$ cat config.mk
export PLATFORM = sky130hd
export DESIGN_NAME = lcd_strobe_gen
export DESIGN_NICKNAME = d
export VERILOG_FILES = /design/src/rtl/lcdb_pkg.sv /design/src/rtl/lcdb_cfg_store.sv /design/src/rtl/lcdb_tick_pace.sv /design/src/rtl/lcdb_seq.sv /design/src/rtl/lcdb_pin_drive.sv /design/src/rtl/lcd_strobe_gen.sv
export SDC_FILE = /design/constraint.sdc
export NUM_CORES = 1
export LEC_CHECK = 0
export ABC_AREA = 1
export BUFFER_PORTS_ARGS = -buffer_cell sky130_fd_sc_hd__buf_2
export CORE_AREA = 2 2 114 116
export DETAILED_ROUTE_END_ITERATION = 8
export DIE_AREA = 0 0 116 118
export GPL_ROUTABILITY_DRIVEN = 1
export GPL_TIMING_DRIVEN = 0
export PLACE_DENSITY_LB_ADDON = 0.05
export SKIP_CTS_REPAIR_TIMING = 1
export SLEW_MARGIN = 40
export SYNTH_ARGS = -nofsm -noshare
export SYNTH_HDL_FRONTEND = slang
export SYNTH_HIERARCHICAL = 1
export SYNTH_SLANG_ARGS = --single-unit
$ cat constraint.sdc
create_clock -name clk -period 2.8 [get_ports clk]
set_input_delay 0.56 -clock clk [delete_from_list [all_inputs] [get_ports clk]]
set_output_delay 0.56 -clock clk [all_outputs]
set_load 0.1 [all_outputs]
$ cat src/rtl/lcdb_pkg.sv
package lcdb_pkg;
  parameter int ON_W  = 4;
  parameter int OFF_W = 6;
  localparam int SEG_W   = ON_W + OFF_W;
  localparam int ONOFF_W = 3 * SEG_W;
  localparam int CYC_W   = 3 * OFF_W;

  typedef logic [OFF_W-1:0] tick_t;

  typedef struct packed {
    tick_t cs_on;
    tick_t cs_off;
    tick_t we_on;
    tick_t we_off;
    tick_t re_on;
    tick_t re_off;
    tick_t wr_len;
    tick_t rd_len;
    tick_t cs_gap;
    tick_t sample;
    logic  half_rate;
  } bus_timing_t;

  typedef enum logic [1:0] {
    ST_IDLE = 2'd0,
    ST_RUN  = 2'd1,
    ST_GAP  = 2'd2
  } seq_state_t;

  localparam bus_timing_t BOOT_TIMING = '{
    cs_on: tick_t'(0), cs_off: tick_t'(2),
    we_on: tick_t'(0), we_off: tick_t'(1),
    re_on: tick_t'(0), re_off: tick_t'(1),
    wr_len: tick_t'(2), rd_len: tick_t'(2),
    cs_gap: tick_t'(0), sample: tick_t'(1),
    half_rate: 1'b0
  };

  function automatic tick_t widen_on(input logic [ON_W-1:0] v);
    return tick_t'(v);
  endfunction

  function automatic bus_timing_t unpack_timing(
      input logic [ONOFF_W-1:0] onoff,
      input logic [CYC_W-1:0]   cyc,
      input tick_t              acc,
      input logic               gran);
    bus_timing_t r;
    r.cs_on     = widen_on(onoff[0 +: ON_W]);
    r.cs_off    = onoff[ON_W +: OFF_W];
    r.we_on     = widen_on(onoff[SEG_W +: ON_W]);
    r.we_off    = onoff[SEG_W + ON_W +: OFF_W];
    r.re_on     = widen_on(onoff[2*SEG_W +: ON_W]);
    r.re_off    = onoff[2*SEG_W + ON_W +: OFF_W];
    r.wr_len    = cyc[0 +: OFF_W];
    r.rd_len    = cyc[OFF_W +: OFF_W];
    r.cs_gap    = cyc[2*OFF_W +: OFF_W];
    r.sample    = acc;
    r.half_rate = gran;
    return r;
  endfunction

  function automatic logic timing_ok(input bus_timing_t c);
    tick_t last_strobe;
    last_strobe = (c.we_off > c.re_off) ? c.we_off : c.re_off;
    return (c.we_off > c.we_on) && (c.re_off > c.re_on) &&
           (c.wr_len >= c.we_off) && (c.rd_len >= c.re_off) &&
           (c.cs_off > c.cs_on) && (c.cs_off >= last_strobe) &&
           (c.sample > c.re_on) && (c.sample < c.rd_len);
  endfunction

  function automatic logic in_window(input tick_t t, input tick_t lo,
                                     input tick_t hi);
    return (t >= lo) && (t < hi);
  endfunction
endpackage

$ cat src/rtl/lcdb_cfg_store.sv
module lcdb_cfg_store
  import lcdb_pkg::*;
(
  input  logic                clk,
  input  logic                rst_n,
  input  logic                load,
  input  logic [ONOFF_W-1:0]  onoff,
  input  logic [CYC_W-1:0]    cyc,
  input  tick_t               acc,
  input  logic                gran,
  output bus_timing_t         tim,
  output logic                err
);
  bus_timing_t cand;

  always_comb cand = unpack_timing(onoff, cyc, acc, gran);

  always_ff @(posedge clk) begin
    if (!rst_n) begin
      tim <= BOOT_TIMING;
      err <= 1'b0;
    end else if (load) begin
      tim <= cand;
      err <= !timing_ok(cand);
    end
  end
endmodule

$ cat src/rtl/lcdb_tick_pace.sv
module lcdb_tick_pace (
  input  logic clk,
  input  logic rst_n,
  input  logic running,
  input  logic half_rate,
  output logic tick_last
);
  logic phase;

  always_ff @(posedge clk) begin
    if (!rst_n || !running) phase <= 1'b0;
    else if (half_rate)     phase <= ~phase;
    else                    phase <= 1'b0;
  end

  assign tick_last = !half_rate || phase;
endmodule

$ cat src/rtl/lcdb_seq.sv
module lcdb_seq
  import lcdb_pkg::*;
#(
  parameter int DATA_W = 16
) (
  input  logic              clk,
  input  logic              rst_n,
  input  tick_t             wr_len,
  input  tick_t             rd_len,
  input  tick_t             cs_gap,
  input  tick_t             sample,
  input  logic              err,
  input  logic              tick_last,
  input  logic              cfg_wr,
  input  logic              req_valid,
  input  logic [1:0]        req_kind,
  input  logic [DATA_W-1:0] req_data,
  output logic              req_ready,
  input  logic              rd_ready,
  output logic              rd_valid,
  output logic [DATA_W-1:0] rd_data,
  input  logic [DATA_W-1:0] bus_din,
  output logic              busy,
  output logic              run,
  output tick_t             t,
  output logic              is_read,
  output logic              a0_q,
  output logic [DATA_W-1:0] data_q
);
  seq_state_t state;
  tick_t      len;
  logic       accept;
  logic       capture;
  logic       len_done;
  logic       gap_done;

  assign busy      = (state != ST_IDLE);
  assign run       = (state == ST_RUN);
  assign req_ready = !busy && !err && !rd_valid && !cfg_wr;
  assign accept    = req_valid && req_ready;
  assign len       = is_read ? rd_len : wr_len;
  assign len_done  = (t == len - OFF_W'(1));
  assign gap_done  = (t == cs_gap - OFF_W'(1));
  assign capture   = run && is_read && tick_last && (t == sample);

  always_ff @(posedge clk) begin
    if (!rst_n) begin
      state <= ST_IDLE;
      t     <= '0;
    end else begin
      unique case (state)
        ST_IDLE: begin
          t <= '0;
          if (accept) state <= ST_RUN;
        end
        ST_RUN: if (tick_last) begin
          if (len_done) begin
            t     <= '0;
            state <= (cs_gap == '0) ? ST_IDLE : ST_GAP;
          end else begin
            t <= t + OFF_W'(1);
          end
        end
        ST_GAP: if (tick_last) begin
          if (gap_done) begin
            t     <= '0;
            state <= ST_IDLE;
          end else begin
            t <= t + OFF_W'(1);
          end
        end
        default: state <= ST_IDLE;
      endcase
    end
  end

  always_ff @(posedge clk) begin
    if (!rst_n) begin
      is_read <= 1'b0;
      a0_q    <= 1'b0;
      data_q  <= '0;
    end else if (accept) begin
      is_read <= req_kind[1];
      a0_q    <= req_kind[0];
      data_q  <= req_data;
    end
  end

  always_ff @(posedge clk) begin
    if (!rst_n) begin
      rd_valid <= 1'b0;
      rd_data  <= '0;
    end else if (capture) begin
      rd_valid <= 1'b1;
      rd_data  <= bus_din;
    end else if (rd_ready) begin
      rd_valid <= 1'b0;
    end
  end
endmodule

$ cat src/rtl/lcdb_pin_drive.sv
module lcdb_pin_drive
  import lcdb_pkg::*;
#(
  parameter int DATA_W = 16
) (
  input  logic              run,
  input  tick_t             t,
  input  logic              is_read,
  input  logic              a0_q,
  input  logic [DATA_W-1:0] data_q,
  input  tick_t             cs_on,
  input  tick_t             cs_off,
  input  tick_t             we_on,
  input  tick_t             we_off,
  input  tick_t             re_on,
  input  tick_t             re_off,
  input  logic              cs_pol,
  input  logic              we_pol,
  input  logic              re_pol,
  input  logic              a0_pol,
  output logic              lcd_cs,
  output logic              lcd_we,
  output logic              lcd_re,
  output logic              lcd_a0,
  output logic [DATA_W-1:0] lcd_dout,
  output logic              lcd_doe
);
  localparam int N_STROBE = 3;

  logic [N_STROBE-1:0] act;
  logic [N_STROBE-1:0] pol;
  logic [N_STROBE-1:0] pin;

  assign act[0] = run && in_window(t, cs_on, cs_off);
  assign act[1] = run && !is_read && in_window(t, we_on, we_off);
  assign act[2] = run && is_read && in_window(t, re_on, re_off);
  assign pol    = {re_pol, we_pol, cs_pol};

  for (genvar g = 0; g < N_STROBE; g++) begin : g_strobe
    assign pin[g] = pol[g] ? act[g] : ~act[g];
  end

  assign lcd_cs   = pin[0];
  assign lcd_we   = pin[1];
  assign lcd_re   = pin[2];
  assign lcd_a0   = a0_q ^ a0_pol;
  assign lcd_doe  = run && !is_read;
  assign lcd_dout = data_q;
endmodule

$ cat src/rtl/lcd_strobe_gen.sv
module lcd_strobe_gen
  import lcdb_pkg::*;
#(
  parameter int DATA_W = 16
) (
  input  logic               clk,
  input  logic               rst_n,
  input  logic               cfg_wr,
  input  logic [ONOFF_W-1:0] cfg_onoff,
  input  logic [CYC_W-1:0]   cfg_cycle,
  input  logic [OFF_W-1:0]   cfg_acc,
  input  logic               cfg_gran,
  input  logic               cs_pol,
  input  logic               we_pol,
  input  logic               re_pol,
  input  logic               a0_pol,
  input  logic               req_valid,
  output logic               req_ready,
  input  logic [1:0]         req_kind,
  input  logic [DATA_W-1:0]  req_data,
  output logic               rd_valid,
  input  logic               rd_ready,
  output logic [DATA_W-1:0]  rd_data,
  output logic               busy,
  output logic               cfg_err,
  output logic               lcd_cs,
  output logic               lcd_we,
  output logic               lcd_re,
  output logic               lcd_a0,
  output logic [DATA_W-1:0]  lcd_dout,
  output logic               lcd_doe,
  input  logic [DATA_W-1:0]  lcd_din
);
  bus_timing_t       tim;
  logic              tick_last;
  logic              run;
  tick_t             t;
  logic              is_read;
  logic              a0_q;
  logic [DATA_W-1:0] data_q;

  lcdb_cfg_store u_cfg (
    .clk   (clk),
    .rst_n (rst_n),
    .load  (cfg_wr && !busy),
    .onoff (cfg_onoff),
    .cyc   (cfg_cycle),
    .acc   (cfg_acc),
    .gran  (cfg_gran),
    .tim   (tim),
    .err   (cfg_err)
  );

  lcdb_tick_pace u_pace (
    .clk       (clk),
    .rst_n     (rst_n),
    .running   (busy),
    .half_rate (tim.half_rate),
    .tick_last (tick_last)
  );

  lcdb_seq #(.DATA_W(DATA_W)) u_seq (
    .clk       (clk),
    .rst_n     (rst_n),
    .wr_len    (tim.wr_len),
    .rd_len    (tim.rd_len),
    .cs_gap    (tim.cs_gap),
    .sample    (tim.sample),
    .err       (cfg_err),
    .tick_last (tick_last),
    .cfg_wr    (cfg_wr),
    .req_valid (req_valid),
    .req_kind  (req_kind),
    .req_data  (req_data),
    .req_ready (req_ready),
    .rd_ready  (rd_ready),
    .rd_valid  (rd_valid),
    .rd_data   (rd_data),
    .bus_din   (lcd_din),
    .busy      (busy),
    .run       (run),
    .t         (t),
    .is_read   (is_read),
    .a0_q      (a0_q),
    .data_q    (data_q)
  );

  lcdb_pin_drive #(.DATA_W(DATA_W)) u_pins (
    .run      (run),
    .t        (t),
    .is_read  (is_read),
    .a0_q     (a0_q),
    .data_q   (data_q),
    .cs_on    (tim.cs_on),
    .cs_off   (tim.cs_off),
    .we_on    (tim.we_on),
    .we_off   (tim.we_off),
    .re_on    (tim.re_on),
    .re_off   (tim.re_off),
    .cs_pol   (cs_pol),
    .we_pol   (we_pol),
    .re_pol   (re_pol),
    .a0_pol   (a0_pol),
    .lcd_cs   (lcd_cs),
    .lcd_we   (lcd_we),
    .lcd_re   (lcd_re),
    .lcd_a0   (lcd_a0),
    .lcd_dout (lcd_dout),
    .lcd_doe  (lcd_doe)
  );
endmodule

* Yosys cells after proc, flatten, opt, wreduce, memory -nomap -nowiden
Index checks and enable logic that the tools add are counted.
** Operators by class
- Add/subtract/negate cells :: 3
- Multiply operators :: 0
- Div/mod/pow operators :: 0
- Order comparisons :: 15
- Equal/unequal tests :: 10
- Shifts and indexed selects :: 0
- Muxes and demuxes :: 19
- Bitwise logic cells :: 6
- Reduce and logical (&&, ||, !) cells :: 40
** Operator list (number)
- 6-bit two-way mux :: 6
- 6-bit by 4-bit greater-than comparator with 1-bit output :: 4
- 6-bit less-than comparator :: 4
- 1-bit logical AND :: 22
- 6-bit equality test :: 3
- 6-bit by 4-bit >= comparator with 1-bit output :: 3
- 6-bit >= comparator :: 3
- 6-bit one-hot mux with 3 select lines :: 1
- 2-bit two-way mux :: 6
- 6-bit by 1-bit subtractor with 6-bit output (second input constant) :: 2
- 1-bit zero test :: 8
- 6-bit by 1-bit adder with 6-bit output (second input constant) :: 1
- 6-bit greater-than comparator :: 1
- 6-bit zero test :: 1
- 2-bit by 1-bit inequality test with 1-bit output (second input constant) :: 3
- 2-bit one-hot mux with 3 select lines :: 1
- 1-bit two-way mux :: 5
- 1-bit inverter :: 5
- 5-bit AND reduction :: 1
- 2-bit inequality test (second input constant) :: 2
- 2-bit nonzero test :: 2
- 3-bit AND reduction :: 1
- 3-bit nonzero test :: 1
- 2-bit by 1-bit equality test with 1-bit output (second input constant) :: 1
- 5 further kinds :: 6
** Storage, ports and cells
- Register bits after elaboration :: 100
- Bits in latches :: 0
- Bits in writable memories :: 0
- ROM bits :: 0
- Input bits :: 98
- Word-level logic and storage cells :: 113
- Memories :: 0

* Longest topological paths before layout
- Depth after elaboration :: 9
- Mapped depth :: 20
- Mapped depth without buffers :: 19

* Modules after synthesis
The synthesis kept the hierarchy.
** Modules (own cells, without submodules)
- lcdb_cfg_store :: instances 1, cells an instance 435, area an instance 3200.6 um^2, seq. area each 1121.1 um^2
- lcdb_seq :: instances 1, cells an instance 352, area an instance 2458.6 um^2, seq. area each 860.8 um^2
- lcdb_pin_drive :: instances 1, cells an instance 196, area an instance 1132.3 um^2, seq. area each 0.0 um^2
- lcdb_tick_pace :: instances 1, cells an instance 5, area an instance 40.0 um^2, seq. area each 20.0 um^2
- lcd_strobe_gen :: instances 1, cells an instance 2, area an instance 10.0 um^2, seq. area each 0.0 um^2

* Least setup slack after synthesis
OpenSTA, ideal clock, no wires.
- Path kind :: register to output
- Start point :: register u_seq.state[1]
- End point :: output lcd_we
- Arrival time :: 2.278 ns
- Path slack :: -0.038 ns
- Stages on the path, launching flop included :: 9
- Cell sequence :: dfxtp_1 > inv_1 > ha_1 > inv_2 > nor2_4 > nand3b_1 > nor2_2 > nand4_1 > nand2_1
** Between the ends
- Word-level cells in the longest chain between the ends :: 5
** RTL lines
- from (decl) :: line lcdb_seq.sv:30 : seq_state_t state;
- from (signal assigned) :: line lcdb_seq.sv:59 : state <= (cs_gap == '0) ? ST_IDLE : ST_GAP;
- 2-bit by 1-bit equality test with 1-bit output * :: line lcdb_seq.sv:38 : assign run = (state == ST_RUN);
- named net run :: line lcd_strobe_gen.sv:36 : logic run;
- 1-bit logical AND *
- named net lcd_doe :: line lcd_strobe_gen.sv:31 : output logic lcd_doe,
- 1-bit logical AND * :: line lcdb_pin_drive.sv:35 : assign act[1] = run && !is_read && in_window(t, we_on, we_off);
- 1-bit inverter :: line lcdb_pin_drive.sv:40 : assign pin[g] = pol[g] ? act[g] : ~act[g];
- 1-bit two-way mux * :: line lcdb_pin_drive.sv:40
- to (decl) :: line lcd_strobe_gen.sv:27 : output logic lcd_we,
The timed path passes the listed nets; every way through them passes the cells marked *.

* Worst setup path in the final report
- Start point :: register u_seq.state[0]
- End point :: output req_ready
** Between the ends
- Word-level cells in the longest chain between the ends :: 5
** RTL lines
- 2-bit nonzero test :: line lcdb_seq.sv:37 : assign busy = (state != ST_IDLE);
- 1-bit zero test :: line lcdb_seq.sv:39 : assign req_ready = !busy && !err && !rd_valid && !cfg_wr;
- 1-bit logical AND (3 in a row) :: line lcdb_seq.sv:39
- to (decl) :: line lcd_strobe_gen.sv:18 : output logic req_ready,
Every way passes these cells.

==> results.md <==
- Worst slack, placed: -59.7 ps
- Mapped cell area: 0.00684 mm2
- Post-route ant nets: 0
- Crit Path Category: reg2out
- Dpl hpwl: 13600 um
- Tmin final: 2640 ps
- Status: finished, final reports clean
- Row count: 41
- Global placement routability congestion: 0.884
- Wire per inst: 13.0 um
- Clk Tree Root Cell: clkbuf_16
- Critical Path RT: 2240 ps
- Final Setup Violations: 0
- R2r setup slk: 580 ps
- Fillers: 1246
- Die Ht: 118 um
- Initial Utilization: 55.1%
- Layout Cells excl Fill: 1321
- Max_cap viols: 0
- Clk Latency, worst-skew pair: 350 ps
- Share of cells above drive strength 1: 21.0%
- Unrepaired setup endpoints after global routing: false
- Critical Path End Type: primary output
- Fin. max-slew vios: 0
- Initial antenna violation count: 0
- Buffers on Ports: 137
- Worst slew pin tran: 572 ps
- Core Region: 0.0124 mm2
- Worst-path clk slew: 70 ps
- Cell taking the most area after synthesis: dfxtp_1
- Num CTS Buffers: 9
- GR Overflow Total: 0
- Crit share post-route: 94.1%
- Largest net degree at the start of global routing: 17
- First-pass GRT wire length: 27600 um
- CTS tree: yes
- Hold Crit Class: in2reg
- Routed WL: 17100 um
- Average size of a mapped cell: 6.91 um2
- #FFs+latches synth: 100
- Largest cells by area after synthesis: dfxtp_1 (29%), ha_1 (16%), nand2_1 (11%)
- Chip width: 116 um
- Distinct cells, synth: 40
- Worst setup SP type: flop
- All-layer global routing usage: 25.4%
- Crit path DAT: 2080 ps
- Vias in the first global route: 5692
- Antenna cells: 0
- Fmax: 379 MHz
- Register area share after synthesis: 29.3%
- # placed instances: 1304
- Mapped Cells: 990
- Max Fanout on Critical Path: 10
- CTS Buffer Depth: 2
- Synth warn: 6
- Layout net count: 1329
- CTS HTree Levels: 3
- I/O pin count: 139
- Layout area overhead: 18.3%
- CTS sink cnt: 100
- Top cell type's share of synthesized area: 29.3%
- Overall die area: 0.0137 mm2
- Pwr dens: 677 mW/mm2
- First-pass DRT Iterations: 5
- Pleak: 4.33 nW
- Via density: 4.91
- Final setup margin: 164 ps
- Iter 0 DRT Violations: 377
- Slew HR: 61.8%
- DRC viols: 0
- Final Hold Vio Count: 0
- Final Skew: 8.32 ps
- Routed vias: 6491
- VDD IR-drop max: 0.382 mV
## final cells by class
cell class | count | area [um2] | share of cell area, %
well taps | 172 | 215 | 2.66
clock buffers | 12 | 246 | 3.05
clock inverters | 4 | 56.3 | 0.696
multi-input cells | 683 | 3940 | 48.7
plain buffers | 58 | 347 | 4.28
inverters | 154 | 578 | 7.15
repair buffers | 138 | 703 | 8.69
flip-flops and latches | 100 | 2010 | 24.8
## sequential cells by signal, indices dropped and copies added (netlist names)
register / cells
u_seq/state: 2
u_seq/data_q: 16
u_seq/is_read: 1
u_seq/rd_valid: 1
u_seq/a0_q: 1
u_cfg/err: 1
u_seq/t: 6
u_pace/phase: 1
u_seq/rd_data: 16
u_cfg/tim: 55
## stage by stage
step	cell area (um2)	total power [W]	setup TNS (ps)	utilization (%)	hold slack, ps
2_1_floorplan	6860	0.00362	0	-	429
4_1_cts	8070	0.00546	-499	65.0	424
3_5_place_dp	7760	0.00419	-59.7	62.5	452
3_3_place_gp	7760	0.00414	-25.1	62.5	449
5_1_grt	8090	0.00585	0	65.2	431
6_report	8090	0.00548	0	65.2	424
## report_power, final
part	total, W	internal [W]	switching, W
Clock	0.00128	0.000725	0.000559
Sequential	0.00183	0.00166	0.000169
Combinational	0.00237	0.000744	0.00162
## final timing paths
check | start | end | cells past startpoint
max | u_seq/state[0] | req_ready | 6
min | cfg_cycle[15] | u_cfg/tim[10] | 3
max reg2reg | u_seq/is_read | u_seq/t[2] | 15
min reg2reg | u_seq/data_q[0] | u_seq/data_q[0] | 2
## worst max-delay path: stages (launching register included)
cell and delay (ps):
dfxtp_1 330, inv_1 140, ha_1 200, inv_1 110, nor4_4 290, buf_2 280, clkbuf_4 360
## synth_stat cells (all sizes together)
library cell  instances
buf                  37
nand3                55
xor2                 11
nor3                  2
dfxtp               100
a21boi                1
o21bai                2
inv                 152
ha                   87
a21o                  4
nor4                  1
o21a                  1
or2                   1
o31ai                 1
a21oi                72
nand2               213
clkinv                2
and2                  1
o21ai                84
clkbuf               21
o211ai                5
nor3b                 1
nand3b                3
xnor2                 6
nor2                121
nand4                 5
conb                  1
## logic make-up (layout without fill, tap and decap cells)
logic type	count (synthesis)	count (layout)	share of synthesized area, %
XOR/XNOR	17	17	2.18
AO/OA/AOI/OAI	170	170	13.4
AND/OR/NAND/NOR	403	403	25.7
flip-flops	100	100	29.3
buffers and inverters	212	366	13.5
other	1	6	0.0548
adder cells (fa/ha/maj)	87	87	15.9
## per-layer routing
| metal | vias to the layer above | routed length (um) | global-route usage (%) |
|---|---|---|---|
| met5 | - | 0 | 0 |
| li1 | 3418 | - | - |
| met2 | 179 | 7480 | 39.9 |
| met3 | 14 | 1060 | 3.91 |
| met1 | 2880 | 8460 | 36.8 |
| met4 | 0 | 151 | 5.36 |
## cells in the final DEF (no fill, tap or decap), types with 2 or more instances in the layout
cell type / Yosys / routed
a21o_1: 4 / 4
a21oi_1: 70 / 70
a21oi_2: 2 / 2
buf_2: 10 / 143
buf_4: 24 / 25
buf_6: 3 / 3
clkbuf_1: 18 / 20
clkbuf_16: 0 / 9
clkbuf_2: 3 / 3
clkbuf_4: 0 / 4
clkinv_1: 2 / 2
clkinv_4: 0 / 2
conb_1: 1 / 6
dfxtp_1: 100 / 97
dfxtp_2: 0 / 3
ha_1: 87 / 86
inv_1: 144 / 144
inv_2: 8 / 8
nand2_1: 203 / 202
nand2_2: 4 / 5
nand2_4: 6 / 6
nand3_1: 50 / 50
nand3_2: 5 / 5
nand3b_1: 3 / 3
nand4_1: 5 / 5
nor2_1: 112 / 112
nor2_2: 8 / 8
o211ai_1: 5 / 5
o21ai_0: 73 / 73
o21ai_1: 5 / 5
o21ai_2: 6 / 6
o21bai_1: 2 / 2
xnor2_1: 6 / 6
xor2_1: 11 / 11
Power figures use the tool's default switching activity.
